<file path="src/rtl/divn_pkg.sv">
`timescale 1ns/1ps
package divn_pkg;
    localparam int DIGIT_W = 4;

    typedef enum logic {
        RADIX_BIN = 1'b0,
        RADIX_BCD = 1'b1
    } radix_e;

    function automatic logic [DIGIT_W-1:0] digit_top(radix_e r);
        return (r == RADIX_BCD) ? DIGIT_W'(9) : DIGIT_W'(15);
    endfunction
endpackage

</file>
<file path="src/rtl/divn_digit.sv">
`timescale 1ns/1ps
module divn_digit
    import divn_pkg::*;
(
    input  logic               clk,
    input  logic               rst,
    input  radix_e             radix,
    input  logic               load,
    input  logic [DIGIT_W-1:0] load_val,
    input  logic               step,
    output logic [DIGIT_W-1:0] val,
    output logic               borrow
);
    assign borrow = step && (val == '0);

    always_ff @(posedge clk) begin
        if (rst || load) begin
            val <= load_val;
        end else if (step) begin
            val <= (val == '0) ? digit_top(radix) : val - 1'b1;
        end
    end

    // a step that is not a load lowers the digit by one
    a_r2_step_down: assert property (@(posedge clk) disable iff (rst)
        (step && !load && val != '0) |=> (val == $past(val) - 1'b1));

    // stepping from zero wraps to the radix top
    a_r1_wrap_radix: assert property (@(posedge clk) disable iff (rst)
        (step && !load && val == '0) |=>
            (val == (($past(radix) == RADIX_BCD) ? DIGIT_W'(9) : DIGIT_W'(15))));
endmodule

</file>
<file path="src/rtl/divn_reload.sv">
`timescale 1ns/1ps
module divn_reload
    import divn_pkg::*;
#(
    parameter int NUM_DIGITS = 2
) (
    input  logic [NUM_DIGITS*DIGIT_W-1:0] preset,
    input  logic [NUM_DIGITS-1:0]         digit_mode,
    input  logic                          use_preset,
    output logic [NUM_DIGITS*DIGIT_W-1:0] reload
);
    for (genvar i = 0; i < NUM_DIGITS; i++) begin : g_dig
        logic [DIGIT_W-1:0] raw;
        assign raw = use_preset ? preset[i*DIGIT_W +: DIGIT_W] : '0;
        assign reload[i*DIGIT_W +: DIGIT_W] =
            (digit_mode[i] && raw > DIGIT_W'(9)) ? DIGIT_W'(9) : raw;
    end
endmodule

</file>
<file path="src/rtl/divn_counter.sv">
`timescale 1ns/1ps
module divn_counter
    import divn_pkg::*;
#(
    parameter int NUM_DIGITS = 2
) (
    input  logic                          clk,
    input  logic                          rst,
    input  logic [NUM_DIGITS-1:0]         digit_mode,
    input  logic [NUM_DIGITS*DIGIT_W-1:0] preset,
    input  logic                          use_preset,
    output logic                          zero_det,
    output logic                          q
);
    localparam int CNT_W = NUM_DIGITS * DIGIT_W;

    logic [CNT_W-1:0]      reload;
    logic [CNT_W-1:0]      count;
    logic [NUM_DIGITS:0]   carry;
    logic                  at_one;

    divn_reload #(.NUM_DIGITS(NUM_DIGITS)) u_reload (
        .preset     (preset),
        .digit_mode (digit_mode),
        .use_preset (use_preset),
        .reload     (reload)
    );

    assign carry[0] = 1'b1;
    assign at_one   = (count == CNT_W'(1));

    for (genvar i = 0; i < NUM_DIGITS; i++) begin : g_digit
        divn_digit u_digit (
            .clk      (clk),
            .rst      (rst),
            .radix    (radix_e'(digit_mode[i])),
            .load     (at_one),
            .load_val (reload[i*DIGIT_W +: DIGIT_W]),
            .step     (carry[i]),
            .val      (count[i*DIGIT_W +: DIGIT_W]),
            .borrow   (carry[i+1])
        );

        // a decimal digit never reloads above nine
        a_r8_bcd_limit: assert property (@(posedge clk) disable iff (rst)
            digit_mode[i] |-> (reload[i*DIGIT_W +: DIGIT_W] <= DIGIT_W'(9)));
    end

    always_ff @(posedge clk) begin
        if (rst) begin
            zero_det <= 1'b0;
        end else begin
            zero_det <= at_one;
        end
    end

    assign q = count[CNT_W-1];

    // count of one is followed by the reload value
    a_r3_reload: assert property (@(posedge clk) disable iff (rst)
        at_one |=> (count == $past(reload)));

    // a pulse not followed by another reload lasts one cycle
    a_r4_single_pulse: assert property (@(posedge clk) disable iff (rst)
        (zero_det && !at_one) |=> !zero_det);

    // a pulse only starts after the count sat at one
    a_r4_pulse_cause: assert property (@(posedge clk) disable iff (rst)
        $rose(zero_det) |-> $past(at_one));

    // preset disabled forces the zero reload
    a_r6_forced_max: assert property (@(posedge clk) disable iff (rst)
        !use_preset |-> (reload == '0));

    // a borrow out of the top digit wraps to a nonzero count
    a_r5_full_wrap: assert property (@(posedge clk) disable iff (rst)
        carry[NUM_DIGITS] |=> (count != '0));
endmodule

</file>
<file path="config.mk">
export PLATFORM = sky130hd
export DESIGN_NAME = divn_counter
export DESIGN_NICKNAME = d
export VERILOG_FILES = /design/src/rtl/divn_pkg.sv /design/src/rtl/divn_digit.sv /design/src/rtl/divn_reload.sv /design/src/rtl/divn_counter.sv
export SDC_FILE = /design/constraint.sdc
export NUM_CORES = 1
export LEC_CHECK = 0
export ABC_AREA = 1
export BUFFER_PORTS_ARGS = -buffer_cell sky130_fd_sc_hd__buf_2
export CAP_MARGIN = 20
export CELL_PAD_IN_SITES_DETAIL_PLACEMENT = 1
export CELL_PAD_IN_SITES_GLOBAL_PLACEMENT = 1
export CORE_UTILIZATION = 38
export CTS_BUF_LIST = sky130_fd_sc_hd__clkbuf_8
export DETAILED_ROUTE_END_ITERATION = 8
export GPL_TIMING_DRIVEN = 1
export PLACE_DENSITY_LB_ADDON = 0.1
export SETUP_SLACK_MARGIN = 0.1
export SLEW_MARGIN = 20
export SYNTH_ARGS = -nofsm -noshare
export SYNTH_HDL_FRONTEND = slang
export SYNTH_HIERARCHICAL = 1
export SYNTH_SLANG_ARGS = --single-unit
</file>
<file path="constraint.sdc">
create_clock -name clk -period 2 [get_ports clk]
set_input_delay 0.2 -clock clk [delete_from_list [all_inputs] [get_ports clk]]
set_output_delay 0.2 -clock clk [all_outputs]
set_load 0.005 [all_outputs]
</file>
# After elaboration in Yosys (flattened, before gate mapping)
# Index checks and enable logic that the tools add are counted.
# totals
ff_bits,9
inputBits,13
wordCells,25
# classes
addsub,2
n_lt_le_gt_ge,2
n_eq_ne,1
n_mux,11
reduce_logical,6
# op_table
operator,count
two-way mux 4 bit,9
equality test 8 x 1 -> 1 bit (second input constant),1
> comparator 4 bit (second input constant),2
zero test 4 bit,2
subtractor 4 x 1 -> 4 bit (second input constant),2
two-way mux 3 bit,2
logical AND 1 bit,2
nonzero test 2 bit,1
logical OR 1 bit,1

# Depth between registers and ports, before layout
# Gate-level depths: netlist of run 1.
# logic_depth
depth_word,5
depth_mapped,9
depth_no_buf,9

# By module
# The synthesis of run 1 kept the hierarchy.
# modules_own_cells
mod,instances,cells_each,area_per_inst_um2,seq_area_each_um2
divn_digit,2,37,276.5,120.1
divn_reload,1,35,148.9,0.0
divn_counter,1,18,86.3,20.0

# Worst setup path before layout of run 1
# Ideal clock, no wire load.
# synth_timing
kind,register to register
startpoint,reg g_digit[0].u_digit.val[0]
endpoint,reg g_digit[1].u_digit.val[0] (enable)
arrival_ns,1.119
t_required_ns,1.693
slack_ns,0.574
path_stages_with_launch,9
period_less_slack_ns,1.426
cell_sequence,edfxtp_1 -> inv_1 -> ha_1 -> inv_1 -> nor2_2 -> nand2_2 -> nor2_1 -> inv_1 -> nand2_1
# synth_between
word_cells_on_any_way,4
cone_classes,eq/ne (1); reduce/logical (3)
# synth_rtl
element,line_no,text
start: declaration,divn_digit.sv:11,"output logic [DIGIT_W-1:0] val,"
start signal: assignment,divn_digit.sv:18,val <= load_val;
start signal: assignment,divn_digit.sv:20,val <= (val == '0) ? digit_top(radix) : val - 1'b1;
zero test 4 bit,divn_digit.sv:14,assign borrow = step && (val == '0);
net carry[1],divn_counter.sv:19,logic [NUM_DIGITS:0] carry;
nonzero test 2 bit (no line),n/a,
end signal: assignment,divn_digit.sv:18,
end signal: assignment,divn_digit.sv:20,
end: declaration,divn_digit.sv:11,
# The timed path passes the listed nets, and every way through them passes these cells.
# A chain may end at the register's enable or synchronous reset.

# Worst setup path after layout of run 1
# layout_timing
startpoint,reg g_digit[0].u_digit.val[2]
endpoint,reg g_digit[1].u_digit.val[2] (data pin)
# layout_between
elab_chain_len,3
# layout_lines
element,line_no,text
equality test 8 x 1 -> 1 bit,divn_counter.sv:30,assign at_one = (count == CNT_W'(1));
net at_one,divn_counter.sv:20,logic at_one;
logical OR 1 bit,divn_digit.sv:17,if (rst || load) begin
two-way mux 4 bit,divn_digit.sv:17,
# The timed path passes the listed nets, and every way through them passes these cells.

==> PnR_summary.wiki, run 1 <==
{| class="wikitable"
! Metric !! Value
|-
| Die extent in y || 47.4 um
|-
| Pin count of the biggest net entering global routing || 9
|-
| Synth warn || 6
|-
| Synthesized area || 785 sq um
|-
| First-pass GRT wire length || 3.01 mm
|-
| Crit path buf inv count || 3
|-
| Post-layout net count || 159
|-
| Power, Total || 0.644 mW
|-
| Outcome || completed
|-
| Register clock-pin slew on the reported worst setup and hold paths || 0.05 ns
|-
| Port-buffer cells || 14
|-
| Number of buffers added for setup after CTS || 0
|-
| Largest delay share family, worst path || flip-flops
|-
| Critical Setup Path Class || reg -> reg
|-
| Detailed-route wire length || 1.75 mm
|-
| Initial antenna violation count || 0
|-
| Placeable core region || 1940 sq um
|-
| Vias in the first global route || 721
|-
| Count of cells resized by post-cts repair || 0
|-
| Synthesized area per cell || 6.23 sq um
|-
| Layout overhead on the synthesized area || 17.5%
|-
| Leakage Power || 0.567 nW
|-
| Final period util || 79.9%
|-
| Time the final worst path needs with I/O delays and setup || 1.60 ns
|-
| Final-report setup violation count || 0
|-
| Hold slack final || 0.238 ns
|-
| Number of top-level design ports || 15
|-
| Residual DRC count || 0
|-
| Number of filler cells placed in the layout || 284
|-
| GR Overflow Total || 0
|-
| Die Area || 2250 sq um
|-
| Layout cell share with drive strength beyond 1 || 21.0%
|-
| Setup tns final || 0 ns
|-
| RSZ-0062 raised after global routing || no
|-
| Weighted congestion at the end of routability-driven global placement || 0.751
|-
| Syn_nets || 141
|-
| Crit-path most repeated cell || inv_1
|-
| Final antenna diode count || 0
|-
| Dpl hpwl || 1.41 mm
|-
| Worst-path cell chain || inv_1 -> nand2_1 -> nor2_1 -> nand2_1 -> inv_1 -> nor2_4 -> inv_1 -> a21oi_1 -> a21oi_1
|-
| Number of clock buffers inserted by TritonCTS || 3
|-
| Final Max Tran Viols || 0
|-
| Highest ir drop seen on vdd || 0.000244 V
|-
| Routed wirelength normalized by instance count || 10.3 um
|-
| Source-to-sink clock delay at the later pin of the worst-skew pair || 0.23 ns
|-
| Kind of end point of the critical path || flop
|-
| Total clock sinks || 9
|-
| Hold/Removal Path Class || in -> reg
|-
| Cells after synthesis || 126
|-
| Detail-routed via count per cell || 4.44
|-
| Final antenna-violating net count || 0
|-
| Fmax || 0.626 GHz
|-
| DR vias || 754
|-
| Row Count || 16
|-
| Width of the chip || 47.4 um
|-
| Hold buffer count at CTS || 0
|-
| 1st-iter DRT viols || 15
|-
| GRT Resource Usage Total || 19.6%
|-
| Root buf cell || clkbuf_8
|-
| Slowest cell on crit path || edfxtp_1
|-
| CP peak stage delay || 0.43 ns
|-
| Crit path arrival time || 1.58 ns
|-
| Max Clock Skew || 0.00106 ns
|-
| Type of origin of the critical path || flop
|-
| Final Hold Violating Endpoints || 0
|-
| TritonCTS clock tree || yes
|-
| Count of maximum capacitance violations || 0
|-
| PwrDens || 698 nW/um^2
|-
| Deepest level of the CTS H-tree || 1
|-
| Max Root-Sink Buffers || 2
|-
| Number of iterations in the first detailed-routing pass || 4
|-
| Worst path required time || 1.98 ns
|-
| Maximum fanout count along the critical path || 7
|-
| Initial cell density of the core || 40.4%
|}
layout make-up:
cell class	instances	area [sq um]	share of cell area [%]
Clock buffer	3	41.3	4.48
Tap cell	27	33.8	3.66
Timing Repair Buffer	14	70.1	7.60
Inverter	34	128	13.8
Sequential cell	9	260	28.2
Multi-Input combinational cell	82	385	41.8
Clock inverter	1	3.75	0.407
metal layers:
metal | track usage [%] | vias up | part of all wire [%]
met1 | 25.9 | 333 | 50
li1 | - | 402 | -
met5 | 0 | - | 0
met3 | 4.53 | 0 | 3.5
met4 | 6.86 | 0 | 0
met2 | 31.2 | 19 | 47
per-stage QoR:
step	instances	instance area [sq um]	utilization [%]	setup WS, ns
final	170	922	47.5	0.403
after global routing	170	922	47.5	0.223
after CTS	170	922	47.5	0.381
after detailed placement	166	877	45.2	0.416
after global placement	166	877	45.2	0.436
after floorplan	126	785	-	0.588
report_power, final:
part           total, mW  leakage, nW  switching [mW]  internal (mW)
Combinational      0.176        0.450           0.111         0.0644
Sequential         0.262       0.0900          0.0237          0.239
Clock              0.206       0.0269          0.0722          0.134
Total              0.644        0.567           0.207          0.437
worst paths after layout:
check / start / end / slack [ns] / cells past startpoint
hold / removal: rst / zero_det / 0.24 / 2
hold reg to reg: g_digit[0].u_digit/val[0] / g_digit[0].u_digit/val[0] / 0.63 / 1
setup reg to reg: g_digit[0].u_digit/val[2] / g_digit[1].u_digit/val[2] / 0.40 / 9
setup / recovery: g_digit[0].u_digit/val[2] / g_digit[1].u_digit/val[2] / 0.40 / 9
worst reg2reg max path: cells and delay by family, from the launching register on:
| family | cells | cell delay, ns |
|---|---|---|
| DFF | 1 | 0.43 |
| and+or+nand+nor | 4 | 0.42 |
| buffers and inverters | 3 | 0.29 |
| AOI/OAI and AO/OA | 2 | 0.21 |
state kept, by name, summed over array words and instances, names as in the netlist:
name and count:
g_digit.u_digit/val 8, zero_det 1
cell usage in the layout (no fill, tap or decap):
cell type,n
nand2_1,41
ha_1,2
clkbuf_8,3
edfxtp_1,8
dfxtp_1,1
nand3_1,8
a31oi_1,2
conb_1,1
buf_2,14
nor2_2,3
inv_2,2
nand2_2,6
nor2_4,2
nor2_1,11
a21oi_1,6
inv_1,33
Power figures use the tool's default switching activity.
==> run 2: changes to the inputs <==
- clock period: 2 -> 1.6 ns (I/O delays scaled with it)
==> run 2 against run 1 <==
Sequential share of layout area decreased by 3.8 points; clock skew increased by 0.0047 ns; via count increased by 11%; count of clock-buffer cells in the layout unchanged; register-to-register slack got worse by 0.30 ns; hold slack got worse by 0.074 ns; sequential power increased by 21%; cell count increased by 8.8%; critical path type unchanged; largest cell class unchanged; largest power group unchanged.
==> PnR_summary.wiki, run 2 (same netlist as run 1, synthesis figures left out) <==
{| class="wikitable"
! Metric !! Value
|-
| PwrDens || 851 nW/um^2 (was 698 nW/um^2)
|-
| Total clock sinks || 9 (unchanged)
|-
| Time the final worst path needs with I/O delays and setup || 1.50 ns (was 1.60 ns)
|-
| Kind of end point of the critical path || flop (unchanged)
|-
| Int Pwr || 0.604 mW (was 0.437 mW)
|-
| Port-buffer cells || 14 (unchanged)
|-
| Highest ir drop seen on vdd || 0.000427 V (was 0.000244 V)
|-
| 1st-iter DRT viols || 13 (was 15)
|-
| Initial antenna violation count || 0 (unchanged)
|-
| Switching power share of the total || 33.4% (was 32.2%)
|-
| Dpl hpwl || 1.44 mm (was 1.41 mm)
|-
| Worst path required time || 1.54 ns (was 1.98 ns)
|-
| Commonest cells after routing, fill and taps aside || 40 x nand2_1, 29 x inv_1, 15 x buf_4 (was 41 x nand2_1, 33 x inv_1, 14 x buf_2)
|-
| Residual DRC count || 0 (unchanged)
|-
| Clock share of power || 29.9% (was 32.0%)
|-
| Hold path startpoint || rst (unchanged)
|-
| Source-to-sink clock delay at the later pin of the worst-skew pair || 0.24 ns (was 0.23 ns)
|-
| Max Clock Skew || 0.00579 ns (was 0.00106 ns)
|-
| Number of clock buffers inserted by TritonCTS || 3 (unchanged)
|-
| Setup tns final || 0 ns (unchanged)
|-
| Type of origin of the critical path || flop (unchanged)
|-
| R2r worst-path depth || 8 (was 9)
|-
| Fmax || 0.668 GHz (was 0.626 GHz)
|-
| Crit Reg-Reg Startpoint || g_digit[0].u_digit/val[0] (was g_digit[0].u_digit/val[2])
|-
| Die Area || 2250 sq um (unchanged)
|-
| Final antenna diode count || 0 (unchanged)
|-
| Number of iterations in the first detailed-routing pass || 4 (unchanged)
|-
| Switching power of the nets || 0.303 mW (was 0.207 mW)
|-
| Combinational fraction of design power || 35.0% (was 27.3%)
|-
| Layout cell share with drive strength beyond 1 || 33.5% (was 21.0%)
|-
| Initial cell density of the core || 40.4% (unchanged)
|-
| Leakage Power || 0.635 nW (was 0.567 nW)
|-
| Pin count of the biggest net entering global routing || 9 (unchanged)
|-
| Weighted congestion at the end of routability-driven global placement || 0.752 (was 0.751)
|-
| Number of filler cells placed in the layout || 280 (was 284)
|-
| Placeable core region || 1940 sq um (unchanged)
|-
| Final non-filler cell area || 1070 sq um (was 922 sq um)
|-
| Crit path arrival time || 1.44 ns (was 1.58 ns)
|-
| Number of top-level design ports || 15 (unchanged)
|-
| RSZ-0062 raised after global routing || yes (was no)
|-
| Vias in the first global route || 724 (was 721)
|-
| Placed Instance Area || 907 sq um (was 877 sq um)
|-
| First-pass GRT wire length || 2.85 mm (was 3.01 mm)
|-
| Outcome || completed (unchanged)
|-
| Root buf cell || clkbuf_8 (unchanged)
|-
| Count of maximum capacitance violations || 0 (unchanged)
|-
| Maximum fanout count along the critical path || 4 (was 7)
|-
| GR Overflow Total || 0 (unchanged)
|-
| Die extent in y || 47.4 um (unchanged)
|-
| Final Worst Setup Slack || 0.103 ns (was 0.403 ns)
|-
| Final period util || 93.5% (was 79.9%)
|-
| Layout overhead on the synthesized area || 35.9% (was 17.5%)
|-
| Detail-routed via count per cell || 4.51 (was 4.44)
|-
| Final-report setup violation count || 0 (unchanged)
|-
| Reg2Reg Setup Slack || 0.10 ns (was 0.40 ns)
|-
| Number of stages on the worst hold path || 2 (unchanged)
|-
| TritonCTS clock tree || yes (unchanged)
|-
| Critical Setup Path Class || reg -> reg (unchanged)
|-
| Power, Total || 0.907 mW (was 0.644 mW)
|-
| Final antenna-violating net count || 0 (unchanged)
|-
| Post-place setup slack || 0.0485 ns (was 0.416 ns)
|-
| Sequential share of power || 35.1% (was 40.7%)
|-
| Detailed-route wire length || 2.16 mm (was 1.75 mm)
|-
| Final Max Tran Viols || 0 (unchanged)
|-
| Biggest registers after layout || g_digit.u_digit/val x8, zero_det x1 (unchanged)
|-
| Final Hold Violating Endpoints || 0 (unchanged)
|-
| DR vias || 835 (was 754)
|-
| Deepest level of the CTS H-tree || 1 (unchanged)
|-
| Utilization after layout || 54.9% (was 47.5%)
|-
| Register clock-pin slew on the reported worst setup and hold paths || 0.05 ns (about the same)
|-
| Most common cell after layout, fill and taps aside || nand2_1 (unchanged)
|-
| Routed wirelength normalized by instance count || 11.7 um (was 10.3 um)
|-
| Timing endpoint of the critical path || g_digit[1].u_digit/val[0] (was g_digit[1].u_digit/val[2])
|-
| Row Count || 16 (unchanged)
|-
| Terminus of the critical flop-to-flop path || g_digit[1].u_digit/val[0] (was g_digit[1].u_digit/val[2])
|-
| Hold/Removal Path Class || in -> reg (unchanged)
|-
| Max Root-Sink Buffers || 2 (unchanged)
|-
| Width of the chip || 47.4 um (unchanged)
|-
| GRT Resource Usage Total || 18.0% (was 19.6%)
|-
| Post-layout net count || 174 (was 159)
|-
| Number of flip-flops under the largest register name || 8 (unchanged)
|-
| Top register by number of flip-flops || g_digit.u_digit/val (unchanged)
|-
| Critical Path Start || g_digit[0].u_digit/val[0] (was g_digit[0].u_digit/val[2])
|}
==> run 2: cell types whose count changed in the layout (fill, tap and decap cells not counted) <==
cell,previous run,this run
nor2_1,11,10
nor2_2,3,2
ha_1,2,1
a21oi_1,6,5
a21oi_2,0,1
inv_2,2,6
nand2_1,41,40
ha_4,0,1
nand2_2,6,7
nor2_4,2,4
inv_1,33,29
buf_4,0,15
==> run 2: area by class of cell <==
cell class	instances	area [sq um]	area share, %
repair buffers	29	183	17.1
inverters	34	128	12.0
flip-flops and latches	9	260	24.4
clock buffers	3	41.3	3.87
clock inverters	1	3.75	0.352
multi-input cells	82	417	39.1
well taps	27	33.8	3.17
==> run 2: repair_timing <==
item                       in CTS  in global routing
gates cloned                    0                  0
setup buffers                   1                 10
pin swaps                       1                  7
hold buffers                    0                  0
resized for setup               1                 10
setup endpoints to repair       5                 11
==> run 2: worst min path at each step <==
stage | to | slack [ns]
2_1_floorplan | zero_det | 0.23
3_3_place_gp | zero_det | 0.41
3_5_place_dp | zero_det | 0.42
4_1_cts | zero_det | 0.17
5_1_grt | zero_det | 0.17
6_report | zero_det | 0.16
==> run 2: critical path, cell delays in order, from the launching register on <==
cell and delay, ns:
edfxtp_1 0.42, inv_2 0.12, ha_4 0.15, inv_2 0.05, nor2_4 0.11, nand2_2 0.07
nor2_1 0.11, inv_1 0.06, nand2_2 0.10
==> run 2: per-layer routing <==
metal / wire length, um / up-vias / global-route usage [%]
met4: 0 / 0 / 3.43
met3: 53 / 0 / 4.53
met5: 0 / - / 0
met1: 1040 / 383 / 24.0
li1: - / 435 / -
met2: 1070 / 17 / 29.9
==> run 2: power by group through the flow <==
stage / combinational, mW / sequential [mW] / clock [mW]
floorplan: 0.156 / 0.324 / 0
global placement: 0.234 / 0.320 / 0
detailed placement: 0.241 / 0.323 / 0
CTS: 0.249 / 0.319 / 0.263
global route: 0.358 / 0.321 / 0.282
finish: 0.317 / 0.318 / 0.272
==> run 2: per-stage QoR <==
stage | cells | hold WS, ns
after detailed placement | 170 | 0.416
after CTS | 175 | 0.170
after global routing | 185 | 0.167
final | 185 | 0.164
after global placement | 170 | 0.413
after floorplan | 126 | 0.227
